$ cat config.mk
export PLATFORM = sky130hd
export DESIGN_NAME = i2c_regbank_slave
export DESIGN_NICKNAME = d
export VERILOG_FILES = /design/src/rtl/i2c_rb_pkg.sv /design/src/rtl/i2c_rb_sync.sv /design/src/rtl/i2c_rb_regfile.sv /design/src/rtl/i2c_regbank_slave.sv
export SDC_FILE = /design/constraint.sdc
export NUM_CORES = 1
export LEC_CHECK = 0
export CORE_MARGIN = 2
export CORE_UTILIZATION = 30
export DETAILED_ROUTE_END_ITERATION = 12
export DONT_BUFFER_PORTS = 1
export SLEW_MARGIN = 0
export SYNTH_ARGS = -nofsm -noshare
export SYNTH_HDL_FRONTEND = slang
export SYNTH_SLANG_ARGS = --single-unit
$ cat constraint.sdc
create_clock -name clk -period 5.1 [get_ports clk]
set_input_delay 1.02 -clock clk [delete_from_list [all_inputs] [get_ports clk]]
set_output_delay 1.02 -clock clk [all_outputs]
set_load 0.05 [all_outputs]
$ cat src/rtl/i2c_rb_pkg.sv
package i2c_rb_pkg;

    typedef enum logic [3:0] {
        ST_IDLE,
        ST_ADDR,
        ST_ADDR_ACK,
        ST_PTR,
        ST_PTR_ACK,
        ST_WDATA,
        ST_WDATA_ACK,
        ST_RDATA,
        ST_RACK,
        ST_IGNORE
    } slv_state_e;

endpackage

$ cat src/rtl/i2c_rb_sync.sv
module i2c_rb_sync #(
    parameter int STAGES = 2
) (
    input  logic clk,
    input  logic rst_n,
    input  logic scl_i,
    input  logic sda_i,
    output logic sda_s,
    output logic scl_rise,
    output logic scl_fall,
    output logic start_det,
    output logic stop_det
);

    logic [STAGES-1:0] scl_p;
    logic [STAGES-1:0] sda_p;
    logic              scl_d;
    logic              sda_d;
    logic              scl_s;

    always_ff @(posedge clk or negedge rst_n) begin
        if (!rst_n) begin
            scl_p <= '1;
            sda_p <= '1;
            scl_d <= 1'b1;
            sda_d <= 1'b1;
        end else begin
            scl_p <= {scl_p[STAGES-2:0], scl_i};
            sda_p <= {sda_p[STAGES-2:0], sda_i};
            scl_d <= scl_p[STAGES-1];
            sda_d <= sda_p[STAGES-1];
        end
    end

    assign scl_s     = scl_p[STAGES-1];
    assign sda_s     = sda_p[STAGES-1];
    assign scl_rise  = scl_s & ~scl_d;
    assign scl_fall  = ~scl_s & scl_d;
    assign start_det = scl_s & scl_d & sda_d & ~sda_s;
    assign stop_det  = scl_s & scl_d & ~sda_d & sda_s;

endmodule

$ cat src/rtl/i2c_rb_regfile.sv
module i2c_rb_regfile #(
    parameter int             AW        = 4,
    parameter int             DW        = 8,
    parameter logic [AW-1:0]  MODE_ADDR = 'hA
) (
    input  logic          clk,
    input  logic          rst_n,
    input  logic          we,
    input  logic [AW-1:0] waddr,
    input  logic [DW-1:0] wdata,
    input  logic [AW-1:0] raddr,
    output logic [DW-1:0] rdata,
    output logic          mode_bit
);

    localparam int DEPTH = 1 << AW;

    logic [DW-1:0] mem [DEPTH];

    for (genvar g = 0; g < DEPTH; g++) begin : g_reg
        logic [DW-1:0] q;
        always_ff @(posedge clk or negedge rst_n) begin
            if (!rst_n)
                q <= '0;
            else if (we && waddr == AW'(g))
                q <= wdata;
        end
        assign mem[g] = q;
    end

    assign rdata    = mem[raddr];
    assign mode_bit = mem[MODE_ADDR][0];

endmodule

$ cat src/rtl/i2c_regbank_slave.sv
module i2c_regbank_slave
    import i2c_rb_pkg::*;
#(
    parameter logic [6:0]       DEV_ADDR    = 7'b1101110,
    parameter int               PTR_W       = 4,
    parameter int               DW          = 8,
    parameter logic [PTR_W-1:0] MODE_REG    = 'hA,
    parameter int               SYNC_STAGES = 2
) (
    input  logic clk,
    input  logic rst_n,
    input  logic scl_i,
    input  logic sda_i,
    output logic sda_oe
);

    localparam int CNT_W = $clog2(DW + 1);

    slv_state_e       state, state_nx;
    logic [CNT_W-1:0] bit_cnt;
    logic [DW-1:0]    shreg;
    logic [PTR_W-1:0] ptr;
    logic [PTR_W-1:0] ptr_adv;
    logic             mack;
    logic             sda_s, scl_rise, scl_fall, start_det, stop_det;
    logic [DW-1:0]    rd_data;
    logic             mode_fixed;
    logic             wr_en;
    logic             byte_full;
    logic             last_tx_bit;
    logic             addr_hit;

    i2c_rb_sync #(.STAGES(SYNC_STAGES)) u_sync (
        .clk       (clk),
        .rst_n     (rst_n),
        .scl_i     (scl_i),
        .sda_i     (sda_i),
        .sda_s     (sda_s),
        .scl_rise  (scl_rise),
        .scl_fall  (scl_fall),
        .start_det (start_det),
        .stop_det  (stop_det)
    );

    i2c_rb_regfile #(.AW(PTR_W), .DW(DW), .MODE_ADDR(MODE_REG)) u_regs (
        .clk      (clk),
        .rst_n    (rst_n),
        .we       (wr_en),
        .waddr    (ptr),
        .wdata    (shreg),
        .raddr    (ptr),
        .rdata    (rd_data),
        .mode_bit (mode_fixed)
    );

    assign byte_full   = (bit_cnt == CNT_W'(DW));
    assign last_tx_bit = (bit_cnt == CNT_W'(DW - 1));
    assign addr_hit    = (shreg[DW-1:1] == DEV_ADDR);
    assign ptr_adv     = mode_fixed ? ptr : ptr + 1'b1;
    assign wr_en       = (state == ST_WDATA) && scl_fall && byte_full;

    // state register
    always_ff @(posedge clk or negedge rst_n) begin
        if (!rst_n)
            state <= ST_IDLE;
        else
            state <= state_nx;
    end

    // next-state logic
    always_comb begin
        state_nx = state;
        if (stop_det) begin
            state_nx = ST_IDLE;
        end else if (start_det) begin
            state_nx = ST_ADDR;
        end else begin
            unique case (state)
                ST_IDLE:      state_nx = ST_IDLE;
                ST_ADDR:      if (scl_fall && byte_full)
                                  state_nx = addr_hit ? ST_ADDR_ACK : ST_IGNORE;
                ST_ADDR_ACK:  if (scl_fall)
                                  state_nx = shreg[0] ? ST_RDATA : ST_PTR;
                ST_PTR:       if (scl_fall && byte_full) state_nx = ST_PTR_ACK;
                ST_PTR_ACK:   if (scl_fall) state_nx = ST_WDATA;
                ST_WDATA:     if (scl_fall && byte_full) state_nx = ST_WDATA_ACK;
                ST_WDATA_ACK: if (scl_fall) state_nx = ST_WDATA;
                ST_RDATA:     if (scl_fall && last_tx_bit) state_nx = ST_RACK;
                ST_RACK:      if (scl_fall) state_nx = mack ? ST_RDATA : ST_IGNORE;
                ST_IGNORE:    state_nx = ST_IGNORE;
                default:      state_nx = ST_IDLE;
            endcase
        end
    end

    // datapath: bit counter, shifter, pointer, master acknowledge
    always_ff @(posedge clk or negedge rst_n) begin
        if (!rst_n) begin
            bit_cnt <= '0;
            shreg   <= '0;
            ptr     <= '0;
            mack    <= 1'b0;
        end else if (start_det || stop_det) begin
            bit_cnt <= '0;
        end else begin
            unique case (state)
                ST_ADDR, ST_PTR, ST_WDATA: begin
                    if (scl_rise) begin
                        shreg   <= {shreg[DW-2:0], sda_s};
                        bit_cnt <= bit_cnt + 1'b1;
                    end
                    if (scl_fall && byte_full) begin
                        bit_cnt <= '0;
                        if (state == ST_PTR)   ptr <= shreg[PTR_W-1:0];
                        if (state == ST_WDATA) ptr <= ptr_adv;
                    end
                end
                ST_ADDR_ACK: begin
                    if (scl_fall) begin
                        bit_cnt <= '0;
                        if (shreg[0]) shreg <= rd_data;
                    end
                end
                ST_RDATA: begin
                    if (scl_fall) begin
                        if (last_tx_bit) begin
                            bit_cnt <= '0;
                            ptr     <= ptr_adv;
                        end else begin
                            shreg   <= {shreg[DW-2:0], 1'b0};
                            bit_cnt <= bit_cnt + 1'b1;
                        end
                    end
                end
                ST_RACK: begin
                    if (scl_rise) mack <= ~sda_s;
                    if (scl_fall && mack) shreg <= rd_data;
                end
                default: ;
            endcase
        end
    end

    // output logic
    always_comb begin
        unique case (state)
            ST_ADDR_ACK, ST_PTR_ACK, ST_WDATA_ACK: sda_oe = 1'b1;
            ST_RDATA:                              sda_oe = ~shreg[DW-1];
            default:                               sda_oe = 1'b0;
        endcase
    end

endmodule

==> out/qor.yml <==
status: "finished clean"
grt_pass1_vias: 5112
h-tree-depth: 4
clk_pin_slew_ns: 0.07
wl_met3_um: 748
worstRegToRegCells: 6
vias: 5087
drcViolationCount: 0
hold_viol: 0
r2r_start: "u_sync.scl_d"
total_power_uw: 3670
tns_ns: 0
num_antenna_cells: 0
place_hpwl_um: 11200
syn_avg_cell_area_um2: 12.5
max-cap-violations: 0
die_w_um: 169
skew_ns: 0.00861
period_needed_ns: 3.54
drive_gt1_share_pct: 33.3
wl_met2_um: 8370
ys_types: 73
ys_ff_latch: 155
die_y_um: 169
async_flop_share_pct: 100
critPathLaunchType: "flip-flop"
peakVddDrop_v: 0.000214
synthCells: 652
pre_cts_ws_ns: 2.01
drtAntennaViolNets: 0
syn-num-nets: 662
met1_length_um: 8650
synthFlopType: "dfrtp_1"
drtPass1Iterations: 4
antenna_found_initial: 0
gr-total-overflow: 0
setup_viol_count_final: 0
worstSetupStartpoint: "state[2]"
cts_made_buffers: 17
final_common_cell: "dfrtp_1"
yosysWarningCount: 0
end_kind: "output pin"
avgViaCountPerCell: 5.19
insertion_delay_ns: 0.43
top_layer_used: "met4"
r2r-end: "u_regs.g_reg[14].q[4]"
min_path_type: "in -> async"
synthesis.area_um2: 8170
cts_tree: "built"
track_usage_pct: 13.3
fmax_ghz: 0.282
grt_max_degree: 156
synth_edf_count: 0
area_growth_pct: 9.39
dieArea_um2: 28600
worstSetupEndpoint: "sda_oe"
grt_pass1_wl_um: 29300
crit_arrival_ns: 2.52
cts_sinks: 155
wl_per_cell_um: 18.4
totalWireLength_um: 18100
drt_iter0_drc: 452
core.rowCount: 60
final_util_pct: 33.3
port_buffers: 0
ctsHoldBuffers: 0
gp_congestion: 0.802
tightest_slew_ns: 1.05
slew_headroom_pct: 29.8
path_buf_inv: 0
critical_path_depth: 3
nFillCells: 2694
root_buffer: "clkbuf_16"
path_max_fanout: 29
crit_type: "reg -> out"
cts_max_path_buffers: 2
cts-resized-gates: 0
post_cts_buffers: 0
pin_count: 5
cp_data_required_time_ns: 4.08
slowest_delay_ns: 0.91
setup_ws_ns: 1.56
mostFrequentLayoutCells: "dfrtp_1, mux2_2, mux2i_1"
p_per_area_nw_per_um2: 411
fin_crit_sh_pct: 69.5
core_area_um2: 26900
crit_chain: "and2_1 > nand2b_1 > a21oi_1"
reg2reg_slack_ns: 2.29
leakage_uw: 0.00395
initial_core_util_pct: 30.4
rsz0062_at_grt: "false"
drv_slew: 0
nNetsFinal: 638
crit_family: "flip-flops"
seq_area_frac_synth_pct: 47.6
cpMaxStageDelayCell: "dfrtp_1"
[how the worst min path moves through the flow]
stage	cells after the start	startpoint	to
after global placement	0	u_sync.sda_p[0]	u_sync.sda_p[1]
after CTS	0	rst_n	bit_cnt[3]
after detailed placement	0	u_sync.scl_p[0]	u_sync.scl_p[1]
after floorplan	0	u_sync.scl_p[0]	u_sync.scl_p[1]
after global routing	0	rst_n	state[3]
final	0	rst_n	state[3]
[cell type report]
class,count,area (um2),area share (%)
Clock buffer,19,453,5.07
Clock inverter,12,141,1.58
Inverter,11,41.3,0.462
Multi-Input combinational cell,439,3960,44.3
Sequential cell,155,3890,43.5
Tap cell,341,427,4.77
Timing Repair Buffer,4,30.0,0.336
[per-layer routing]
layer / up-vias / GRT usage [%]
met5: - / 0
li1: 2350 / -
met4: 0 / 4.12
met3: 23 / 2.92
met2: 96 / 20.4
met1: 2618 / 18.7
[sequential cells by signal, indices dropped and copies added (netlist names)]
signal and cells:
u_sync.sda_d 1, mack 1, u_regs.g.q 128, state 4, u_sync.sda_p 2, bit_cnt 4
u_sync.scl_p 2, ptr 4, shreg 8, u_sync.scl_d 1
[worst register-to-register path, stage by stage (launching register included)]
cell     delay, ns
dfstp_2       0.57
nor2b_1       0.53
nand2_4       0.13
nor4_4        0.32
buf_4         0.41
nand4_2       0.35
mux2_2        0.39
[synthesized netlist by cell type (all sizes together) (3+ instances only)]
cell	count	share of area, %
o21ai	6	0.37
mux4	4	1.1
buf	23	1.8
mux2	136	19
a21oi	21	1.3
dlygate4sd1	5	0.54
dfstp	6	1.9
o221a	4	0.55
inv	11	0.51
nand2	29	1.4
nand4	13	1.3
nand3b	5	0.46
ha	6	0.92
and3	4	0.34
mux2i	57	7.0
nand3	37	3.9
nand2b	9	0.69
nand4b	3	0.32
nor2b	15	1.1
clkbuf	19	1.3
a31oi	5	0.38
dfrtp	149	46
a22oi	26	2.4
nor2	15	0.69
and2	3	0.23
o22ai	4	0.31
[power breakdown]
group	internal (uW)	switching (uW)	total (uW)	leakage (uW)
sequential	1300	354	1650	0.00211
combinational	339	407	745	0.00156
clock	749	525	1270	0.000280
[stage by stage]
stage	hold slack (ns)	instances	area [um2]
2_1_floorplan	0.345	652	8170
3_3_place_gp	0.346	950	8340
3_5_place_dp	0.347	950	8340
4_1_cts	0.260	981	8940
5_1_grt	0.261	981	8940
6_report	0.283	981	8940
[cells by family (layout without fill, tap and decap cells)]
| family | count (synthesis) | after routing | share of synthesized area, % |
|---|---|---|---|
| muxes | 197 | 197 | 27.6 |
| AOI/OAI and AO/OA | 87 | 87 | 7.47 |
| adders and majority gates | 6 | 6 | 0.919 |
| and+or+nand+nor | 146 | 146 | 12.1 |
| DFF | 155 | 155 | 47.6 |
| xor gates and xnor gates | 3 | 3 | 0.322 |
| buffers and inverters | 58 | 46 | 4.07 |
No activity file was read; power rests on OpenSTA's default activity.
